$ cat src/rtl/cfgu_pkg.sv
package cfgu_pkg;
  localparam int CFG_DW = 32;
  localparam int OFF_W  = 10;
  localparam logic [1:0] REG_ADDR = 2'd0;
  localparam logic [1:0] REG_CTRL = 2'd1;
  localparam logic [1:0] REG_DATA = 2'd2;
  localparam logic [1:0] REG_ERR  = 2'd3;
  localparam int CTRL_EN   = 31;
  localparam int CTRL_BUSY = 16;
  localparam int CTRL_T1   = 8;
  localparam int CTRL_WR   = 0;
  localparam int ERR_NF    = 0;
  localparam int ERR_ALIGN = 1;
  localparam int ERR_UR    = 4;
  localparam logic [OFF_W-1:0] PRIMARY_DW = 10'd6;

  typedef enum logic [1:0] {TGT_LOCAL, TGT_EXT, TGT_NOTFOUND, TGT_BADALIGN} tgt_e;

  typedef struct packed {
    logic       en;
    logic       t1;
    logic [1:0] sz;
    logic       wr;
  } ctrl_t;

  function automatic logic [CFG_DW-1:0] lane_extract(input logic [CFG_DW-1:0] dw,
                                                      input logic [1:0] lane,
                                                      input logic [1:0] sz);
    logic [CFG_DW-1:0] sh;
    sh = dw >> {lane, 3'b000};
    case (sz)
      2'd0:    return {24'd0, sh[7:0]};
      2'd1:    return {16'd0, sh[15:0]};
      default: return sh;
    endcase
  endfunction
endpackage

$ cat src/rtl/cfgu_decode.sv
module cfgu_decode
  import cfgu_pkg::*;
(
  input  logic [7:0] bus_i,
  input  logic [4:0] dev_i,
  input  logic [1:0] lane_i,
  input  logic [1:0] sz_i,
  input  logic [7:0] root_bus_i,
  input  logic       root_valid_i,
  output tgt_e       tgt_o,
  output logic [3:0] be_o
);
  logic misalign;

  always_comb begin
    misalign = (sz_i == 2'd3) ||
               (sz_i == 2'd1 && lane_i[0]) ||
               (sz_i == 2'd2 && lane_i != 2'd0);
    if (misalign)                tgt_o = TGT_BADALIGN;
    else if (bus_i == root_bus_i) tgt_o = (dev_i == 5'd0) ? TGT_LOCAL : TGT_NOTFOUND;
    else if (!root_valid_i)      tgt_o = TGT_NOTFOUND;
    else                         tgt_o = TGT_EXT;
  end

  always_comb begin
    case (sz_i)
      2'd0:    be_o = 4'b0001 << lane_i;
      2'd1:    be_o = 4'b0011 << lane_i;
      default: be_o = 4'b1111;
    endcase
  end
endmodule

$ cat src/rtl/cfgu_local_space.sv
module cfgu_local_space
  import cfgu_pkg::*;
#(
  parameter int DEPTH = 64
) (
  input  logic              clk_i,
  input  logic              rst_ni,
  input  logic              we_i,
  input  logic [OFF_W-1:0]  idx_i,
  input  logic [3:0]        be_i,
  input  logic [CFG_DW-1:0] wdata_i,
  output logic [CFG_DW-1:0] rdata_o
);
  localparam int IW = (DEPTH > 1) ? $clog2(DEPTH) : 1;

  logic [CFG_DW-1:0] mem_q [DEPTH];
  logic              in_range;

  assign in_range = ({22'd0, idx_i} < DEPTH);
  assign rdata_o  = in_range ? mem_q[idx_i[IW-1:0]] : '0;

  always_ff @(posedge clk_i or negedge rst_ni) begin
    if (!rst_ni) begin
      for (int i = 0; i < DEPTH; i++) mem_q[i] <= '0;
    end else if (we_i && in_range) begin
      for (int b = 0; b < 4; b++)
        if (be_i[b]) mem_q[idx_i[IW-1:0]][8*b +: 8] <= wdata_i[8*b +: 8];
    end
  end
endmodule

$ cat src/rtl/cfgu_req_port.sv
module cfgu_req_port
  import cfgu_pkg::*;
(
  input  logic              clk_i,
  input  logic              rst_ni,
  input  logic              launch_i,
  input  logic [CFG_DW-1:0] addr_i,
  input  logic [3:0]        be_i,
  input  logic [CFG_DW-1:0] wdata_i,
  input  logic              write_i,
  input  logic              type1_i,
  output logic              req_valid_o,
  input  logic              req_ready_i,
  output logic [CFG_DW-1:0] req_addr_o,
  output logic [3:0]        req_be_o,
  output logic [CFG_DW-1:0] req_wdata_o,
  output logic              req_write_o,
  output logic              req_type1_o,
  input  logic              resp_valid_i,
  output logic              busy_o,
  output logic              done_o
);
  typedef enum logic [1:0] {ST_IDLE, ST_REQ, ST_WAIT} st_e;
  st_e st_q;

  always_ff @(posedge clk_i or negedge rst_ni) begin
    if (!rst_ni) begin
      st_q        <= ST_IDLE;
      req_addr_o  <= '0;
      req_be_o    <= '0;
      req_wdata_o <= '0;
      req_write_o <= 1'b0;
      req_type1_o <= 1'b0;
    end else begin
      case (st_q)
        ST_IDLE: if (launch_i) begin
          st_q        <= ST_REQ;
          req_addr_o  <= {addr_i[31:2], 2'b00};
          req_be_o    <= be_i;
          req_wdata_o <= wdata_i;
          req_write_o <= write_i;
          req_type1_o <= type1_i;
        end
        ST_REQ:  if (req_ready_i) st_q <= ST_WAIT;
        ST_WAIT: if (resp_valid_i) st_q <= ST_IDLE;
        default: st_q <= ST_IDLE;
      endcase
    end
  end

  assign req_valid_o = (st_q == ST_REQ);
  assign busy_o      = (st_q != ST_IDLE);
  assign done_o      = (st_q == ST_WAIT) && resp_valid_i;

  p_req_hold_r3: assert property (@(posedge clk_i) disable iff (!rst_ni)
    (req_valid_o && !req_ready_i) |=> (req_valid_o && $stable(req_addr_o) && $stable(req_be_o)));
  p_req_drop_r3: assert property (@(posedge clk_i) disable iff (!rst_ni)
    (req_valid_o && req_ready_i) |=> !req_valid_o);
endmodule

$ cat src/rtl/cfg_access_unit.sv
module cfg_access_unit
  import cfgu_pkg::*;
#(
  parameter int LCFG_DEPTH = 64
) (
  input  logic        clk_i,
  input  logic        rst_ni,
  input  logic        reg_we_i,
  input  logic        reg_re_i,
  input  logic [1:0]  reg_addr_i,
  input  logic [31:0] reg_wdata_i,
  output logic [31:0] reg_rdata_o,
  output logic        req_valid_o,
  input  logic        req_ready_i,
  output logic [31:0] req_addr_o,
  output logic [3:0]  req_be_o,
  output logic [31:0] req_wdata_o,
  output logic        req_write_o,
  output logic        req_type1_o,
  input  logic        resp_valid_i,
  input  logic        resp_ur_i,
  input  logic [31:0] resp_rdata_i
);
  logic [CFG_DW-1:0] addr_q, data_q;
  logic [2:0]        err_q;
  ctrl_t             ctrl_q, ctrl_in;
  logic [7:0]        root_bus_q;
  logic              root_valid_q;
  logic [1:0]        pend_lane_q;
  logic              busy, done, ctrl_wr, launch, loc_we;
  tgt_e              tgt;
  logic [3:0]        be;
  logic [CFG_DW-1:0] placed, loc_rdata, ctrl_rd;
  logic [2:0]        err_set;

  assign ctrl_wr = reg_we_i && (reg_addr_i == REG_CTRL) && !busy;
  assign ctrl_in = '{en: reg_wdata_i[CTRL_EN], t1: reg_wdata_i[CTRL_T1],
                     sz: reg_wdata_i[5:4], wr: reg_wdata_i[CTRL_WR]};
  assign launch  = ctrl_wr && ctrl_in.en;
  assign placed  = data_q << {addr_q[1:0], 3'b000};
  assign loc_we  = launch && (tgt == TGT_LOCAL) && ctrl_in.wr;

  cfgu_decode u_decode (
    .bus_i(addr_q[31:24]), .dev_i(addr_q[23:19]), .lane_i(addr_q[1:0]),
    .sz_i(ctrl_in.sz), .root_bus_i(root_bus_q), .root_valid_i(root_valid_q),
    .tgt_o(tgt), .be_o(be));

  cfgu_local_space #(.DEPTH(LCFG_DEPTH)) u_local (
    .clk_i, .rst_ni, .we_i(loc_we), .idx_i(addr_q[11:2]), .be_i(be),
    .wdata_i(placed), .rdata_o(loc_rdata));

  cfgu_req_port u_port (
    .clk_i, .rst_ni, .launch_i(launch && (tgt == TGT_EXT)), .addr_i(addr_q),
    .be_i(be), .wdata_i(placed), .write_i(ctrl_in.wr), .type1_i(ctrl_in.t1),
    .req_valid_o, .req_ready_i, .req_addr_o, .req_be_o, .req_wdata_o,
    .req_write_o, .req_type1_o, .resp_valid_i, .busy_o(busy), .done_o(done));

  always_comb begin
    err_set = '0;
    if (launch && tgt == TGT_NOTFOUND) err_set[0] = 1'b1;
    if (launch && tgt == TGT_BADALIGN) err_set[1] = 1'b1;
    if (done && resp_ur_i)             err_set[2] = 1'b1;
  end

  always_ff @(posedge clk_i or negedge rst_ni) begin
    if (!rst_ni) begin
      addr_q       <= '0;
      data_q       <= '0;
      err_q        <= '0;
      ctrl_q       <= '0;
      root_bus_q   <= '0;
      root_valid_q <= 1'b0;
      pend_lane_q  <= '0;
    end else begin
      if (reg_we_i && reg_addr_i == REG_ADDR) addr_q <= reg_wdata_i;
      if (reg_we_i && reg_addr_i == REG_DATA) data_q <= reg_wdata_i;
      if (ctrl_wr) ctrl_q <= ctrl_in;
      if (reg_we_i && reg_addr_i == REG_ERR)
        err_q <= (err_q & ~{reg_wdata_i[ERR_UR], reg_wdata_i[ERR_ALIGN], reg_wdata_i[ERR_NF]})
                 | err_set;
      else
        err_q <= err_q | err_set;
      if (launch && !ctrl_in.wr) begin
        case (tgt)
          TGT_LOCAL: data_q <= lane_extract(loc_rdata, addr_q[1:0], ctrl_in.sz);
          TGT_EXT:   ;
          default:   data_q <= '1;
        endcase
      end
      if (launch && tgt == TGT_EXT) pend_lane_q <= addr_q[1:0];
      if (loc_we && addr_q[11:2] == PRIMARY_DW && be[0]) begin
        root_bus_q   <= placed[7:0];
        root_valid_q <= 1'b1;
      end
      if (done && !ctrl_q.wr)
        data_q <= resp_ur_i ? '1 : lane_extract(resp_rdata_i, pend_lane_q, ctrl_q.sz);
    end
  end

  always_comb begin
    ctrl_rd            = '0;
    ctrl_rd[CTRL_EN]   = ctrl_q.en;
    ctrl_rd[CTRL_BUSY] = busy;
    ctrl_rd[CTRL_T1]   = ctrl_q.t1;
    ctrl_rd[5:4]       = ctrl_q.sz;
    ctrl_rd[CTRL_WR]   = ctrl_q.wr;
  end

  always_ff @(posedge clk_i or negedge rst_ni) begin
    if (!rst_ni) reg_rdata_o <= '0;
    else if (reg_re_i) begin
      case (reg_addr_i)
        REG_ADDR: reg_rdata_o <= addr_q;
        REG_CTRL: reg_rdata_o <= ctrl_rd;
        REG_DATA: reg_rdata_o <= data_q;
        default:  reg_rdata_o <= {27'd0, err_q[2], 2'b00, err_q[1], err_q[0]};
      endcase
    end
  end

  p_notfound_r4: assert property (@(posedge clk_i) disable iff (!rst_ni)
    (launch && tgt == TGT_NOTFOUND) |=> (err_q[0] && !req_valid_o));
  p_local_quiet_r5: assert property (@(posedge clk_i) disable iff (!rst_ni)
    (launch && tgt == TGT_LOCAL) |=> !req_valid_o);
  p_badalign_r8: assert property (@(posedge clk_i) disable iff (!rst_ni)
    (launch && tgt == TGT_BADALIGN) |=> (err_q[1] && !req_valid_o));
  p_ur_flag_r9: assert property (@(posedge clk_i) disable iff (!rst_ni)
    (done && resp_ur_i) |=> err_q[2]);
  p_fail_ones_r13: assert property (@(posedge clk_i) disable iff (!rst_ni)
    (done && resp_ur_i && !ctrl_q.wr) |=> (data_q == '1));
endmodule

$ cat config.mk
export PLATFORM = sky130hd
export DESIGN_NAME = cfg_access_unit
export DESIGN_NICKNAME = d
export VERILOG_FILES = /design/src/rtl/cfgu_pkg.sv /design/src/rtl/cfgu_decode.sv /design/src/rtl/cfgu_local_space.sv /design/src/rtl/cfgu_req_port.sv /design/src/rtl/cfg_access_unit.sv
export SDC_FILE = /design/constraint.sdc
export NUM_CORES = 2
export LEC_CHECK = 0
export BUFFER_PORTS_ARGS = -buffer_cell sky130_fd_sc_hd__buf_4
export CAP_MARGIN = 40
export CORE_MARGIN = 2
export CORE_UTILIZATION = 55
export DETAILED_ROUTE_END_ITERATION = 12
export PLACE_DENSITY_LB_ADDON = 0.2
export RECOVER_POWER = 25
export SLEW_MARGIN = 20
export SYNTH_ARGS = -nofsm -noshare
export SYNTH_HDL_FRONTEND = slang
export SYNTH_SLANG_ARGS = --single-unit
export TNS_END_PERCENT = 1
$ cat constraint.sdc
create_clock -name clk_i -period 3.6 [get_ports clk_i]
set_clock_uncertainty 0.05 [all_clocks]
set_input_delay 0.36 -clock clk_i [delete_from_list [all_inputs] [get_ports clk_i]]
set_output_delay 0.36 -clock clk_i [all_outputs]
set_load 0.005 [all_outputs]
== Word-level counts from Yosys, hierarchy flattened ==
Index checks and enable logic that the tools add are counted.
Storage, ports and cells
  register bits: 2233
  logic and storage cells: 191
Cells by class
  $lt $le $gt $ge: 3
  equality and inequality tests: 17
  shift-type cells: 5
  multiplexer cells: 44
  bitwise operators: 5
  reduce and logical (&&, ||, !) cells: 36
Operator list (count)
  $mux W2048: 7
  $bwmux W2048: 4
  $demux W32 S6: 4
  $mux W32: 8
  $bmux W32 S6: 1
  $pmux W32 S2: 3
  $pmux W32 S3: 1
  $shr A32 B5 Y32: 2
  $shl A32 B5 Y32: 1
  $mux W24: 1
  $logic_and A1 B1 Y1: 21
  $mux W16: 1
  $eq A2 B2 Y1 const B: 7
  $mux W2: 7
  $eq A10 B3 Y1 const B: 1
  $eq A2 B1 Y1 const B: 5
  $logic_not A2 Y1: 5
  $lt A10 B7 Y1 const B: 1
  $eq A8 B8 Y1: 1
  $mux W8: 1
  $pmux W4 S2: 1
  $ge A7 B7 Y1 const B: 1
  $lt A7 B1 Y1 const B: 1
  $not A6 Y7: 1
  other kinds (16): 24

== Logic depth before layout (Yosys ltp) ==
  depth after elaboration: 18
  gate-level depth with buffers: 16

== Hierarchy ==
A second synthesis with hierarchy kept.
Second synthesis, totals
  cells, all modules: 7780
  area total of the unflattened synthesis: 102502.1 sq um
By module, submodules not included
  cfgu_local_space: instances 1, cells an instance 6893, area an instance 92678.9 sq um, seq. area each 51249.2 sq um
  cfg_access_unit: instances 1, cells an instance 703, area an instance 6990.5 sq um, seq. area each 2877.8 sq um
  cfgu_req_port: instances 1, cells an instance 157, area an instance 2645.0 sq um, seq. area each 1751.7 sq um
  cfgu_decode: instances 1, cells an instance 27, area an instance 187.7 sq um, seq. area each 0.0 sq um

== Worst setup path after synthesis ==
OpenSTA, ideal clock, no wires.
  path kind: reg-to-reg
  start: register addr_q[2]
  end: register data_q[0]
  setup time: 0.129 ns
  data arrival time: 2.567 ns
  required time: 3.421 ns
  path slack: 0.853 ns
  stages on the path, launching flop included: 14
  buffers on the path: 5
  clock period less this slack: 2.747 ns
  cell sequence: dfrtp_1 -> buf_6 -> buf_8 -> buf_8 -> buf_6 -> buf_2 -> mux2i_1 -> o22ai_1 -> a221oi_1 -> nand4_1 -> nor3_1 -> a21oi_1 -> and3_1 -> o41a_1
Between the ends
  word-level cells in the longest chain between the ends: 10
  elaborated cells between the ends (all ways): 11
  those cells by class: 1 x order compare; 1 x shift; 8 x mux; 1 x bitwise
RTL lines
  start: declaration: RTL line cfg_access_unit.sv:24  | logic [CFG_DW-1:0] addr_q, data_q;
  start signal: assignment: RTL line cfg_access_unit.sv:75  | if (reg_we_i && reg_addr_i == REG_ADDR) addr_q <= reg_wdata_i;
  $not A6 Y7 (not written as such): RTL line cfgu_local_space.sv:20  | assign rdata_o = in_range ? mem_q[idx_i[IW-1:0]] : '0;
  $bmux W32 S6: RTL line cfgu_local_space.sv:20
  $mux W32 (not written as such) (2 in a row): RTL line cfgu_local_space.sv:20
  $mux W32 (*): RTL line cfgu_local_space.sv:20
  $shr A32 B5 Y32 (*): RTL line cfgu_pkg.sv:30  | sh = dw >> {lane, 3'b000};
  $pmux W32 S2 (*): RTL line cfgu_pkg.sv:31  | case (sz)
  $pmux W32 S2 (*): RTL line cfg_access_unit.sv:84  | case (tgt)
  $mux W32 (*): RTL line cfg_access_unit.sv:83  | if (launch && !ctrl_in.wr) begin
  $mux W32 (*): RTL line cfg_access_unit.sv:95  | if (done && !ctrl_q.wr)
  end signal: assignment: RTL line cfg_access_unit.sv:76  | if (reg_we_i && reg_addr_i == REG_DATA) data_q <= reg_wdata_i;
  end signal: assignment: RTL line cfg_access_unit.sv:85  | TGT_LOCAL: data_q <= lane_extract(loc_rdata, addr_q[1:0], ctrl_in.sz);
  end signal: assignment: RTL line cfg_access_unit.sv:96  | data_q <= resp_ur_i ? '1 : lane_extract(resp_rdata_i, pend_lane_q, ctrl_q.sz);
  end: declaration: RTL line cfg_access_unit.sv:24
Every way passes the cells marked *; elsewhere a longest branch is shown, timed or not. The select of a mux whose other input is x is not followed.
A chain may end at the register's enable or synchronous reset.

== Final worst setup path ==
  start: register addr_q[2]
  end: register data_q[1]
Same word-level chain as after synthesis.

==> results.json <==
{
  "finalSetupTns_ns": -0.826,
  "cp.arrival_ns": 4.52,
  "ff2ff_path_depth": 11,
  "synth_cells": 9808,
  "critPathLaunchType": "flip-flop",
  "grt_max_degree": 128,
  "cpMaxStageDelayCell": "nor4_1",
  "fin_cells": 12698,
  "grt_usage_pct": 39.8,
  "cts_buffer_depth": 3,
  "grt_pass1_vias": 80136,
  "drt-initial-drc-count": 11100,
  "vias": 83299,
  "path_clk_slew_ns": 0.07,
  "tightest_slew_ns": 2.12,
  "stdcell_area_sq_um": 117000,
  "r2r_start": "addr_q[2]$_DFFE_PN0P_",
  "antenna_found_initial": 17,
  "numClockSinks": 2233,
  "synth_common_cells": "dfrtp_1 (2233), nand2_1 (2127), o21ai_0 (1944), clkbuf_1 (477), mux2_2 (359)",
  "gp_congestion": 0.952,
  "cts_tree": "yes",
  "cts_buffers": 224,
  "htree_num_levels": 4,
  "fp.dieW_um": 432,
  "crit_start": "addr_q[2]$_DFFE_PN0P_",
  "syn2layout_area_growth_pct": 16.0,
  "ys_seq_area_share_pct": 55.4,
  "grt_pass1_wl_um": 548000,
  "synth-edff-count": 0,
  "required_ns": 4.27,
  "period_share_pct": 107,
  "synth-seq-cells": 2233,
  "yosysTopAreaCell": "dfrtp_1",
  "maxCapViolations": 11,
  "layout_setup_ws_ns": -0.246,
  "wl_um": 373000,
  "rsz0062_at_grt": "true",
  "fp.dieH_um": 432,
  "hold_ws_ns": 0.0262,
  "path_delay_family": "compound AO/OA/AOI/OAI gates",
  "insertion_delay_ns": 0.89,
  "start_util_pct": 55.2,
  "power.leakage_nw": 51.4,
  "path_cells": "clkbuf_2 -> and3b_4 -> buf_12 -> buf_12 -> a22o_1 -> a221oi_1 -> a31oi_1 -> nor4_1 -> a31oi_1 -> o21ai_1 -> o211ai_1",
  "critical_path_class": "flip-flop to flip-flop",
  "outcome": "complete, but fails checks",
  "wl_per_cell_um": 29.4,
  "syn_area_per_cell_sq_um": 10.3,
  "yosysTopAreaCellShare_pct": 55.4,
  "io_pins": 176,
  "die_area_sq_um": 187000,
  "setup-violations-final": 19,
  "place_inst": 12171,
  "peakVddDrop_mv": 0.450,
  "dp_hpwl_um": 248000,
  "clk_root_buffer_cell": "clkbuf_16",
  "synth.area.top_cells": "dfrtp_1 (55%), o21ai_0 (9.6%), nand2_1 (7.9%), mux2_2 (4.0%), mux4_2 (3.0%)",
  "max_freq_ghz": 0.260,
  "ant_nets": 0,
  "crit_path_end": "data_q[1]$_DFF_PN0_",
  "syn-cell-area_sq_um": 101000,
  "p_per_area_nw_per_um2": 536,
  "slew_violations": 686,
  "crit_cells": 11,
  "placed_area_sq_um": 108000,
  "hold_violations": 0,
  "period_minus_slack_ns": 3.85,
  "rrSetupSlack_ns": -0.25,
  "async_flop_share_pct": 100,
  "final_layout_size_suffix_gt1_share_pct": 19.9,
  "grt-ovfl-total": 0,
  "coreArea_sq_um": 183000,
  "power_w": 0.0627,
  "ys.warnings.count": 0,
  "synth.distinct_cells": 87,
  "endpoint_kind": "flip-flop",
  "hold_path_class": "input pin to flip-flop",
  "portBuffers": 173,
  "synth_most_common_cell": "dfrtp_1",
  "r2r-end": "data_q[1]$_DFF_PN0_",
  "vias_per_cell": 6.56,
  "drc": 0,
  "synth_ff_type": "dfrtp_1",
  "worstPathMaxFanout": 8,
  "n_fill_cell": 14357,
  "worst-path-buf-inv": 3,
  "slew_headroom_pct": -41.3,
  "num-nets-final": 10181,
  "firstDrtPassIters": 9,
  "critical-path-max-stage-delay_ns": 0.84,
  "std_cell_rows": 157,
  "violations": "capacitance limit, slew limit, setup timing"
}
## state kept, by name (all words and copies together), names as in the netlist, 5 cells and up
signal,count
root_bus_q,8
addr_q,32
u_port.req_wdata_o,32
u_local.mem_q,2048
ctrl_q,5
data_q,32
u_port.req_addr_o,30
reg_rdata_o,32
## layout by cell type (no fill, tap or decap), drive strengths merged, types with 26 or more instances in the layout
cell / netlist / routed
clkbuf: 477 / 381
a31oi: 39 / 39
mux4: 138 / 138
nor2: 239 / 239
a22oi: 222 / 222
a21oi: 239 / 239
nand3: 266 / 266
a22o: 57 / 57
o21ai: 1958 / 1958
a221oi: 168 / 168
buf: 398 / 841
a221o: 48 / 48
dfrtp: 2233 / 2233
a211oi: 26 / 26
mux2: 362 / 362
clkinv: 1 / 56
mux2i: 291 / 291
dlygate4sd3: 0 / 57
nand2: 2127 / 2127
inv: 40 / 50
o22ai: 109 / 109
## report_power, final
group          internal, W  switching, W
Sequential          0.0253      0.000371
Clock               0.0136        0.0104
Combinational      0.00362       0.00935
Total               0.0426        0.0201
## per-stage QoR
stage	utilization (%)	setup slack, ns
CTS	63.9	-0.0871
floorplan	-	0.853
global placement	59.2	-0.549
finish	64.0	-0.246
detailed placement	59.3	-0.448
global route	64.0	-0.0889
## worst min-delay path, cell delays in order
cell     delay [ns]
buf_4          0.10
nand2_1        0.04
o21ai_0        0.09
a21oi_1        0.08
nor2_1         0.13
or3_1          0.12
## per-layer routing
layer / up-vias / global-route usage (%) / share of wire [%]
met5: - / 0 / 0.047
met4: 10 / 21.0 / 6.0
met3: 1115 / 11.2 / 12
met2: 5382 / 57.1 / 43
met1: 41448 / 55.2 / 39
li1: 35344 / - / -
## final cells by class
type	instances	area [sq um]	share of cell area [%]
sequential	2233	55900	47.8
multi-input combinational	6661	41200	35.2
timing repair buffer	947	9100	7.78
clock buffer	335	6690	5.71
tap	2385	2980	2.55
clock inverter	84	895	0.765
inverter	41	178	0.152
antenna	12	30.0	0.0257
## cells by family after synthesis
logic type | after synthesis | share of synthesized area, %
other | 1 | 0.00372
AOI/OAI and AO/OA | 3034 | 17.6
and+or+nand+nor | 2825 | 12.6
xor gates and xnor gates | 8 | 0.0695
buffers and inverters | 916 | 4.28
muxes | 791 | 10.0
DFF | 2233 | 55.4
## timing repair
item,CTS,global route
setup endpoints to repair,10,36
cloned,2,3
pin swaps,8,14
hold buffers,57,0
gates resized for setup,33,55
endpoints found under the hold margin,724,0
setup buffers,13,16
## how the worst min path moves through the flow
stage,from,endpoint,slack (ns),depth (start not counted)
6_report,resp_rdata_i[23],data_q[15]$_DFF_PN0_,0.03,6
5_1_grt,resp_rdata_i[20],data_q[20]$_DFF_PN0_,0.05,4
4_1_cts,resp_rdata_i[20],data_q[20]$_DFF_PN0_,0.0004,4
3_5_place_dp,rst_ni,u_local.mem_q[1712]$_DFFE_PN0P_,0.26,1
3_3_place_gp,rst_ni,u_local.mem_q[1718]$_DFFE_PN0P_,0.27,1
2_1_floorplan,rst_ni,addr_q[0]$_DFFE_PN0P_,0.01,0
Note: power is estimated with default switching activity, not from simulation.
